$ cat src/rtl/prog_itimer_pkg.sv
package prog_itimer_pkg;

   localparam int CTL_W      = 3;
   localparam int CTL_EN_BIT = 2;

   typedef enum logic [1:0] {
      RS_SLOWEST = 2'b00,
      RS_FASTEST = 2'b01,
      RS_FAST    = 2'b10,
      RS_SLOW    = 2'b11
   } itm_rate_e;

   typedef struct packed {
      logic ctl;
      logic mod;
      logic cnt;
      logic div;
   } itm_wr_t;

endpackage

$ cat src/rtl/prog_itimer_prescale.sv
module prog_itimer_prescale
   import prog_itimer_pkg::*;
#(
   parameter int PRE_W     = 10,
   parameter int DATA_W    = 8,
   parameter int LOG2_R0   = 10,
   parameter int LOG2_R1   = 4,
   parameter int LOG2_R2   = 6,
   parameter int LOG2_R3   = 8,
   parameter bit SHARE_DIV = 1'b1
) (
   input  logic              clk,
   input  logic              rst_n,
   input  logic              clr,
   input  logic              en,
   input  itm_rate_e         rsel,
   output logic              step,
   output logic [DATA_W-1:0] div
);

   localparam logic [PRE_W-1:0] ONES  = '1;
   localparam logic [PRE_W-1:0] MASK0 = ONES >> (PRE_W - LOG2_R0);
   localparam logic [PRE_W-1:0] MASK1 = ONES >> (PRE_W - LOG2_R1);
   localparam logic [PRE_W-1:0] MASK2 = ONES >> (PRE_W - LOG2_R2);
   localparam logic [PRE_W-1:0] MASK3 = ONES >> (PRE_W - LOG2_R3);

   logic [PRE_W-1:0] pre_q;
   logic [PRE_W-1:0] mask;

   always_ff @(posedge clk or negedge rst_n) begin
      if (!rst_n)   pre_q <= '0;
      else if (clr) pre_q <= '0;
      else          pre_q <= pre_q + 1'b1;
   end

   always_comb begin
      case (rsel)
         RS_SLOWEST: mask = MASK0;
         RS_FASTEST: mask = MASK1;
         RS_FAST:    mask = MASK2;
         default:    mask = MASK3;
      endcase
   end

   assign step = en && !clr && ((pre_q & mask) == mask);

   generate
      if (SHARE_DIV) begin : g_div_alias
         assign div = pre_q[DATA_W-1:0];
      end else begin : g_div_own
         logic [DATA_W-1:0] div_q;
         always_ff @(posedge clk or negedge rst_n) begin
            if (!rst_n)   div_q <= '0;
            else if (clr) div_q <= '0;
            else          div_q <= div_q + 1'b1;
         end
         assign div = div_q;
      end
   endgenerate

endmodule

$ cat src/rtl/prog_itimer_count.sv
module prog_itimer_count #(
   parameter int DATA_W = 8
) (
   input  logic              clk,
   input  logic              rst_n,
   input  logic              step,
   input  logic              load,
   input  logic [DATA_W-1:0] load_val,
   input  logic [DATA_W-1:0] reload_val,
   output logic [DATA_W-1:0] cnt,
   output logic              irq
);

   localparam logic [DATA_W-1:0] TOP = '1;

   always_ff @(posedge clk or negedge rst_n) begin
      if (!rst_n) begin
         cnt <= '0;
         irq <= 1'b0;
      end else begin
         irq <= 1'b0;
         if (load) begin
            cnt <= load_val;
         end else if (step) begin
            if (cnt == TOP) begin
               cnt <= reload_val;
               irq <= 1'b1;
            end else begin
               cnt <= cnt + 1'b1;
            end
         end
      end
   end

endmodule

$ cat src/rtl/prog_itimer_regs.sv
module prog_itimer_regs
   import prog_itimer_pkg::*;
#(
   parameter int                ADDR_W    = 16,
   parameter int                DATA_W    = 8,
   parameter logic [ADDR_W-1:0] BASE_ADDR = 16'hFF04
) (
   input  logic              clk,
   input  logic              rst_n,
   input  logic [ADDR_W-1:0] addr,
   input  logic              wr,
   input  logic [DATA_W-1:0] wdata,
   input  logic [DATA_W-1:0] div,
   input  logic [DATA_W-1:0] cnt,
   output itm_wr_t           strb,
   output logic [CTL_W-1:0]  ctl_q,
   output logic [DATA_W-1:0] mod_q,
   output logic [DATA_W-1:0] rdata
);

   localparam int PAD_W = DATA_W - CTL_W;

   logic       hit;
   logic [1:0] off;

   assign hit = (addr[ADDR_W-1:2] == BASE_ADDR[ADDR_W-1:2]);
   assign off = addr[1:0];

   always_comb begin
      strb     = '0;
      strb.div = wr && hit && (off == 2'd0);
      strb.cnt = wr && hit && (off == 2'd1);
      strb.mod = wr && hit && (off == 2'd2);
      strb.ctl = wr && hit && (off == 2'd3);
   end

   always_ff @(posedge clk or negedge rst_n) begin
      if (!rst_n) begin
         mod_q <= '0;
         ctl_q <= '0;
      end else begin
         if (strb.mod) mod_q <= wdata;
         if (strb.ctl) ctl_q <= wdata[CTL_W-1:0];
      end
   end

   always_comb begin
      rdata = '1;
      if (hit) begin
         case (off)
            2'd0:    rdata = div;
            2'd1:    rdata = cnt;
            2'd2:    rdata = mod_q;
            default: rdata = {{PAD_W{1'b1}}, ctl_q};
         endcase
      end
   end

endmodule

$ cat src/rtl/prog_itimer.sv
module prog_itimer
   import prog_itimer_pkg::*;
#(
   parameter int                ADDR_W    = 16,
   parameter int                DATA_W    = 8,
   parameter logic [ADDR_W-1:0] BASE_ADDR = 16'hFF04,
   parameter int                PRE_W     = 10,
   parameter int                LOG2_R0   = 10,
   parameter int                LOG2_R1   = 4,
   parameter int                LOG2_R2   = 6,
   parameter int                LOG2_R3   = 8,
   parameter bit                SHARE_DIV = 1'b1
) (
   input  logic              clk,
   input  logic              rst_n,
   input  logic [ADDR_W-1:0] bus_addr,
   input  logic              bus_wr,
   input  logic [DATA_W-1:0] bus_wdata,
   output logic [DATA_W-1:0] bus_rdata,
   output logic              irq
);

   generate
      if (DATA_W <= CTL_W) begin : g_err_data_w
         $error("DATA_W must exceed the control field width");
      end
      if (BASE_ADDR[1:0] != 2'b00) begin : g_err_base
         $error("BASE_ADDR must be aligned to four bytes");
      end
      if (LOG2_R0 > PRE_W || LOG2_R1 > PRE_W || LOG2_R2 > PRE_W || LOG2_R3 > PRE_W) begin : g_err_pre_w
         $error("PRE_W too narrow for the slowest rate");
      end
      if (LOG2_R0 < 1 || LOG2_R1 < 1 || LOG2_R2 < 1 || LOG2_R3 < 1) begin : g_err_rate
         $error("each rate must be at least two ticks");
      end
      if (SHARE_DIV && PRE_W < DATA_W) begin : g_err_share
         $error("shared divider needs PRE_W >= DATA_W");
      end
   endgenerate

   itm_wr_t           strb;
   logic [CTL_W-1:0]  ctl_q;
   logic [DATA_W-1:0] mod_q;
   logic [DATA_W-1:0] cnt_q;
   logic [DATA_W-1:0] div_q;
   logic              step;

   prog_itimer_regs #(
      .ADDR_W    (ADDR_W),
      .DATA_W    (DATA_W),
      .BASE_ADDR (BASE_ADDR)
   ) u_regs (
      .clk   (clk),
      .rst_n (rst_n),
      .addr  (bus_addr),
      .wr    (bus_wr),
      .wdata (bus_wdata),
      .div   (div_q),
      .cnt   (cnt_q),
      .strb  (strb),
      .ctl_q (ctl_q),
      .mod_q (mod_q),
      .rdata (bus_rdata)
   );

   prog_itimer_prescale #(
      .PRE_W     (PRE_W),
      .DATA_W    (DATA_W),
      .LOG2_R0   (LOG2_R0),
      .LOG2_R1   (LOG2_R1),
      .LOG2_R2   (LOG2_R2),
      .LOG2_R3   (LOG2_R3),
      .SHARE_DIV (SHARE_DIV)
   ) u_pre (
      .clk   (clk),
      .rst_n (rst_n),
      .clr   (strb.div),
      .en    (ctl_q[CTL_EN_BIT]),
      .rsel  (itm_rate_e'(ctl_q[1:0])),
      .step  (step),
      .div   (div_q)
   );

   prog_itimer_count #(
      .DATA_W (DATA_W)
   ) u_cnt (
      .clk        (clk),
      .rst_n      (rst_n),
      .step       (step),
      .load       (strb.cnt),
      .load_val   (bus_wdata),
      .reload_val (mod_q),
      .cnt        (cnt_q),
      .irq        (irq)
   );

endmodule

$ cat config.mk
export PLATFORM = sky130hd
export DESIGN_NAME = prog_itimer
export DESIGN_NICKNAME = d
export VERILOG_FILES = /design/src/rtl/prog_itimer_pkg.sv /design/src/rtl/prog_itimer_prescale.sv /design/src/rtl/prog_itimer_count.sv /design/src/rtl/prog_itimer_regs.sv /design/src/rtl/prog_itimer.sv
export SDC_FILE = /design/constraint.sdc
export NUM_CORES = 1
export LEC_CHECK = 0
export BUFFER_PORTS_ARGS = -buffer_cell sky130_fd_sc_hd__buf_2
export CAP_MARGIN = 5
export CORE_MARGIN = 8
export CORE_UTILIZATION = 59
export DETAILED_ROUTE_END_ITERATION = 16
export GPL_TIMING_DRIVEN = 0
export PLACE_DENSITY = 0.84
export RECOVER_POWER = 25
export SYNTH_ARGS = -nofsm -noshare
export SYNTH_HDL_FRONTEND = slang
export SYNTH_SLANG_ARGS = --single-unit
$ cat constraint.sdc
create_clock -name clk -period 4 [get_ports clk]
set_clock_uncertainty 0.2 [all_clocks]
set_input_delay 0.6 -clock clk [delete_from_list [all_inputs] [get_ports clk]]
set_output_delay 0.6 -clock clk [all_outputs]
set_load 0.005 [all_outputs]
* Yosys cells after proc, flatten, opt, wreduce, memory -nomap -nowiden *
Index checks and enable logic that the tools add are counted.

storage, ports and cells
  flip-flop bits (word level) = 30
  logic and storage cells = 37

cells by class
  $add $sub $neg = 2
  equal/unequal tests = 8
  bitwise logic cells = 1
  reductions and logical operators = 11
  muxes and demuxes = 10

operators by type and width
  operator                 number
  $mux W8                  4
  $pmux W10 S3             1
  $pmux W8 S3              1
  $eq A14 B14 Y1 const B   1
  $add A10 B1 Y10 const B  1
  $and A10 B10 Y10         1
  $eq A10 B10 Y1           1
  $mux W10                 1
  $add A8 B1 Y8 const B    1
  $eq A8 B8 Y1 const B     1
  $logic_and A1 B1 Y1      7
  $eq A2 B2 Y1 const B     3
  $eq A2 B1 Y1 const B     2
  $logic_not A2 Y1         2
  $mux W1                  3
  $reduce_bool A2 Y1       1
  $logic_not A1 Y1         1

* Longest topological paths before layout *
Gate-level depths: netlist of the first run.

  word-level depth = 8
  gate-level depth with buffers = 8
  depth with buffers taken out = 7

* Cells and area by module *
A second synthesis of the first run with hierarchy kept.

second synthesis, totals
  cells, all modules = 187
  area total of the unflattened synthesis = 1901.8 µm²

by module, submodules not included
  module                sequential area each (µm²)  cells an instance  times used  area each (µm²)
  prog_itimer_regs      275.3                       58                 1           719.4
  prog_itimer_count     225.2                       69                 1           606.8
  prog_itimer_prescale  250.2                       60                 1           575.6

* Worst setup path after synthesis of the first run *
OpenSTA, ideal clock, no wires.

  path type = input-to-output
  from = input bus_addr[3]
  to = output bus_rdata[0]
  cell stages on the path = 4
  data required time = 3.200 ns
  arrival = 1.759 ns
  path slack = 1.441 ns
  cells stage by stage = or4b_4 > nor4_4 > buf_4 > nand2b_1

between the ends
  word-level cells in the longest chain between the ends = 2

ends and longest elaborated chain
  element             RTL line                source
  start: declaration  prog_itimer.sv:16       input logic [ADDR_W-1:0] bus_addr,
  $eq A14 B14 Y1      prog_itimer_regs.sv:26  assign hit = (addr[ADDR_W-1:2] == BASE_ADDR[ADDR_W-1:2]);
  $mux W8             prog_itimer_regs.sv:49  if (hit) begin
  end: declaration    prog_itimer.sv:19       output logic [DATA_W-1:0] bus_rdata,

Every way passes these cells.

* Worst setup path after layout of the first run *
  from = input bus_addr[3]
  to = output bus_rdata[3]

Same word-level chain as after synthesis.

==> metrics.cfg, run 1 <==
[critical_path]
rrSetupSlack_ns=1.63
path_depth=6
crit_top_cell=buf_2
critPathKind=input pin to output port
arrival_ns=2.06
r2r_cells=6
cp_top_family=simple AND/OR/NAND/NOR gates
rr_startpoint=u_pre.pre_q[0]
slowest_delay_ns=0.53
cp_max_fo=10
cp-start-kind=input pin
slowest_stage=or4b_4
worstSetupEndpointType=output port
path_cells=buf_2 -> or4b_4 -> nor4_4 -> buf_4 -> nand2_1 -> buf_2
reg2reg_to=u_cnt.cnt[0]
crit_buf_inv=3
cp-startpoint=bus_addr[3]
required_ns=3.20

[power_and_ir_drop]
power_frac_comb_pct=9.6
max-vdd-ir-drop_v=0.0002034
power_density_nw_per_um2=291.3
sw_frac_of_total_pct=24.12
netSwitchingPower_w=0.0001516
pwr-share-clk_pct=37.8
seqPwrFrac_pct=52.6
intPower_w=0.0004768
power_leakage_nw=0.9545

[floorplanning]
rows=20
die_h_um=72.04
pin_count=36
fp.dieW_um=72.04
dieArea_sq_um=5190
coreArea_sq_um=3028
initial_utilization_pct=61.20

[global_route]
antenna_found_initial=0
overflow=0
grt_pass1_vias=1659
grt_pass1_wl_um=7548
track_usage_pct=18.22
grt_max_degree=31

[place]
dp_hpwl_um=3284
gp_congestion=0.9277
placed_cell_area_sq_um=2083
dpl.cell_count=263
io_buffers=35

[final_layout]
syn_to_final_growth_pct=16.41
drive_gt1_share_pct=32.16
design_area_sq_um=2157
fillerInstances=241
diodes=0
nets=257
stdcell_count=271

[clock_tree]
root_buffer=clkbuf_4
cts-resized-gates=0
post_cts_buffers=0
cts_made_buffers=5
cts_tree=yes
ctsHtreeMaxLevel=2
clkLatencyLatePin_ns=0.33
path_clk_slew_ns=0.10
ctsLongestPathBuffers=2
hold_buffers=0
cts.sinks=30

[synth]
synth_area_leaders=dfrtp_1 (41%), mux2_2 (10%), nand2_1 (3.6%)
yosysWarnings=0
syn_area_sq_um=1853
synth_fa_ha_area_share_pct=2.701
yosys.area_share.simple_pct=23.84
synth.ff_latch_count=30
syn_inst=184
synth_xor_area_share_pct=4.254
synthMuxAreaShare_pct=13.98
synth-compound-area-share_pct=11.75
synth_nets=215
syn-mean-instance-area_sq_um=10.07
yosys.area.top_type_share_pct=40.51
ys_seq_area_share_pct=40.51
synth_top_family_by_area=simple AND/OR/NAND/NOR gates
async_reset_ff_share_pct=100.0
synth-main-ff-cell=dfrtp_1
synth_edf_count=0
yosysUniqueCellTypes=45
synth_top_cell_by_area=dfrtp_1

[timing]
timing.final.crit_share_pct=71.62
max_freq_mhz=349.1
period_needed_ns=2.865
setup_viol=0
worst_pin_slew_ns=1.578
relSlewSlack_pct=-5.180
tns_ns=0
rsz0062_at_grt=no
maxSlewViolCount=31
hold_viol_final=0

[hold_path]
hold_path_class=flip-flop to flip-flop
min_from=u_pre.pre_q[0]
whs_path_depth=1
min_to=u_pre.pre_q[0]

[outcome]
status=complete, but fails checks
failed_checks=max-capacitance violations, max-slew violations

[job]
cap_violations=1

[routing]
viasPerCell=5.963
antenna_left=0
first_iter_violations=122
wl_per_cell_um=16.48
first_pass_iters=4
vias=1616
drcViolationCount=0
drt_wl_total_um=4466

-- worst max path at each step --
stage	slack, ns	endpoint
floorplan	1.44	bus_rdata[0]
global placement	1.14	bus_rdata[4]
global route	1.03	bus_rdata[4]
CTS	1.13	bus_rdata[3]
finish	1.14	bus_rdata[3]
detailed placement	1.14	bus_rdata[3]
-- cells in the mapped netlist (2+ instances only) --
cell and instances:
a21oi_1 4, a31oi_1 6, and2_1 2, and3_1 6, buf_2 2, buf_4 2
dfrtp_1 30, ha_1 4, inv_1 3, mux2_2 17, mux4_2 3, nand2_1 18
nand2b_1 5, nand3_1 10, nand4_1 5, nand4b_1 2, nor2_1 18, o211ai_1 3
o21ai_0 5, o22ai_1 5, o31ai_1 2, or4_1 2, xnor2_1 4, xor2_1 5
-- cell usage in the layout, fill, tap and decap left out, drive strengths merged, types with 5 or more instances in the layout --
| cell type | count |
|---|---|
| a31oi | 6 |
| and3 | 6 |
| buf | 40 |
| clkbuf | 9 |
| dfrtp | 30 |
| mux2 | 17 |
| nand2 | 18 |
| nand2b | 5 |
| nand3 | 12 |
| nand4 | 5 |
| nor2 | 20 |
| o21ai | 5 |
| o22ai | 5 |
| xor2 | 5 |
-- state kept, by name, indices dropped and copies added (netlist names) --
name          flops
u_cnt.irq         1
u_regs.mod_q      8
u_pre.pre_q      10
u_regs.ctl_q      3
u_cnt.cnt         8
-- routing by layer --
metal,GRT usage (%),wire length (um)
met4,6.349,53
met3,5.923,318
met1,22.68,1977
met5,0,0
met2,28.85,2116
-- cell families after synthesis --
kind of cell,count (synthesis)
AOI/OAI and AO/OA,32
xor gates and xnor gates,9
adders and majority gates,4
buffers and inverters,10
DFF,30
muxes,20
and+or+nand+nor,79
-- metrics by stage --
| step | setup WS (ns) | util, % | total power, W | hold WS, ns |
|---|---|---|---|---|
| final | 1.135 | 71.24 | 0.0006284 | 0.2920 |
| after global routing | 1.033 | 71.24 | 0.0006514 | 0.3143 |
| after CTS | 1.134 | 71.28 | 0.0006317 | 0.1030 |
| after detailed placement | 1.136 | 68.80 | 0.0003964 | 0.2810 |
| after global placement | 1.135 | 68.80 | 0.0003939 | 0.2724 |
| after floorplan | 1.441 | - | 0.0003652 | 0.1044 |
-- power by group through the flow --
stage               sequential, W  clock, W  combinational (W)
detailed placement       0.000335         0          0.0000611
CTS                      0.000329  0.000241          0.0000614
finish                   0.000330  0.000238          0.0000605
global route             0.000332  0.000252          0.0000676
floorplan                0.000330         0          0.0000355
global placement         0.000335         0          0.0000589
-- final cells by class --
type / instances / area [sq um] / area share, %
Clock buffer: 7 / 45.04 / 2.088
Sequential cell: 30 / 750.7 / 34.80
Timing Repair Buffer: 35 / 173.9 / 8.063
Clock inverter: 1 / 30.03 / 1.392
Multi-Input combinational cell: 144 / 1047 / 48.55
Buffer: 7 / 43.79 / 2.030
Inverter: 3 / 11.26 / 0.5220
Tap cell: 44 / 55.05 / 2.552
No activity file was read; power rests on OpenSTA's default activity.
==> run 2: changes to the inputs <==
--- a/config.mk
+++ b/config.mk
@@ -8,10 +8,10 @@
 export BUFFER_PORTS_ARGS = -buffer_cell sky130_fd_sc_hd__buf_2
 export CAP_MARGIN = 5
 export CORE_MARGIN = 8
-export CORE_UTILIZATION = 59
+export CORE_UTILIZATION = 55
 export DETAILED_ROUTE_END_ITERATION = 16
 export GPL_TIMING_DRIVEN = 0
-export PLACE_DENSITY = 0.84
+export PLACE_DENSITY = 0.79
 export RECOVER_POWER = 25
 export SYNTH_ARGS = -nofsm -noshare
 export SYNTH_HDL_FRONTEND = slang
==> constraint.sdc (replaced) <==
create_clock -name clk -period 3 [get_ports clk]
set_clock_uncertainty 0.2 [all_clocks]
set_input_delay 0.45 -clock clk [delete_from_list [all_inputs] [get_ports clk]]
set_output_delay 0.45 -clock clk [all_outputs]
set_load 0.005 [all_outputs]
==> metrics.cfg, run 2 (synthesis gave the netlist of run 1 again) <==
[hold_path]
hold_path_class=input pin to flip-flop

[place]
gp_congestion=0.8865
io_buffers=35
post-place-ws_ns=0.3872
dp_hpwl_um=3328

[routing]
antenna_left=0
viasPerCell=6.029
drt_wl_total_um=4462
first_iter_violations=121
vias=1652
drcViolationCount=0
wl_per_cell_um=16.28
first_pass_iters=4

[clock_tree]
ctsLongestPathBuffers=2
ctsHtreeMaxLevel=2
cts-resized-gates=0
cts_tree=yes
cts_made_buffers=5
root_buffer=clkbuf_4
cts.sinks=30
clkLatencyLatePin_ns=0.33
path_clk_slew_ns=0.10

[power_and_ir_drop]
netSwitchingPower_w=0.0002049
pwr-share-clk_pct=33.3
seqPwrFrac_pct=56.4
power_leakage_nw=0.9544
sw_frac_of_total_pct=26.33
max-vdd-ir-drop_v=0.0002934
intPower_w=0.0005734
power_density_nw_per_um2=361.2
power_frac_comb_pct=10.3

[timing]
max_freq_mhz=388.1
period_needed_ns=2.577
hold_viol_final=0
maxSlewViolCount=31
layout_setup_ws_ns=0.4232
whs_ns=0.1331
setup_viol=0
rsz0062_at_grt=no
relSlewSlack_pct=-7.058
tns_ns=0
worst_pin_slew_ns=1.606
timing.final.crit_share_pct=85.89

[global_route]
grt_max_degree=31
antenna_found_initial=0
overflow=0
track_usage_pct=18.17
grt_pass1_wl_um=7817
grt_pass1_vias=1706

[final_layout]
largest_reg_flops=10
final_common_cell=buf_2
nets=258
top_register=u_pre.pre_q
drive_gt1_share_pct=32.46
diodes=0
layout_common_cells=buf_2 (36), dfrtp_1 (30), nor2_1 (18), nand2_1 (18), mux2_2 (17)
syn_to_final_growth_pct=16.27
largest_registers=u_pre.pre_q: 10 flops, u_cnt.cnt: 8 flops, u_regs.mod_q: 8 flops

[floorplanning]
fp.dieW_um=74.05
rows=21
initial_utilization_pct=56.42
pin_count=36
coreArea_sq_um=3284
die_h_um=74.05
dieArea_sq_um=5483

[critical_path]
arrival_ns=1.93
cp_max_fo=10
required_ns=2.35
critPathKind=input pin to output port
worstSetupEndpointType=output port
cp-start-kind=input pin

[outcome]
failed_checks=max-capacitance violations, max-slew violations
status=complete, but fails checks

[job]
cap_violations=1

[run 2: cell count changes in the layout (fill, tap and decap cells not counted)]
cell           before  now
bufinv_16           1    0
clkbuf_1            4    3
clkbuf_8            0    1
clkinv_2            0    1
dlygate4sd3_1       0    1
[run 2: power groups by stage]
stage	Combinational, W	Sequential [W]	Clock (W)
floorplan	0.0000473	0.000440	0
global placement	0.0000785	0.000446	0
detailed placement	0.0000800	0.000447	0
CTS	0.0000813	0.000439	0.000259
global route	0.0000905	0.000441	0.000277
finish	0.0000805	0.000439	0.000259
[run 2: cell type report]
cell class,instances,area [sq um]
inverters,3,11.26
repair buffers,36,183.9
clock inverters,1,5.005
clock buffers,7,55.05
flip-flops and latches,30,750.7
well taps,46,57.56
plain buffers,7,43.79
multi-input cells,144,1047
fillers,280,1130
[run 2: layer usage]
metal	up-vias	track usage, %	wire (um)
met2	92	28.61	2131
met5	-	0	0
li1	768	-	-
met1	783	22.60	1833
met3	9	7.412	443
met4	0	3.991	53
[run 2: worst paths after layout]
check | from | to | slack (ns) | cells after the start
min in group asynchronous | rst_n | u_pre.pre_q[6] | 0.85 | 2
max in group asynchronous | rst_n | u_regs.ctl_q[2] | 0.82 | 2
setup reg to reg | u_pre.pre_q[0] | u_cnt.cnt[7] | 0.67 | 7
hold reg to reg | u_pre.pre_q[0] | u_pre.pre_q[0] | 0.29 | 1
setup / recovery | bus_addr[3] | bus_rdata[0] | 0.42 | 6
hold / removal | bus_wdata[6] | u_cnt.cnt[6] | 0.13 | 3
[run 2: through the flow]
step | area, sq um | cells | total power (W) | util [%]
6_report | 2155 | 274 | 0.0007783 | 65.60
5_1_grt | 2155 | 274 | 0.0008088 | 65.60
4_1_cts | 2156 | 274 | 0.0007784 | 65.64
3_5_place_dp | 2086 | 265 | 0.0005266 | 63.50
3_3_place_gp | 2086 | 265 | 0.0005250 | 63.50
2_1_floorplan | 1853 | 184 | 0.0004869 | -
[run 2: critical path: stages]
cell,delay [ns]
buf_2,0.10
or4b_4,0.54
nor4_4,0.37
buf_4,0.26
nand2b_1,0.08
buf_2,0.13
[run 2: timing repair]
action	in CTS	in global routing
setup endpoints to repair	0	0
setup buffers	0	0
hold endpoints to repair	30	0
hold buffers	1	0
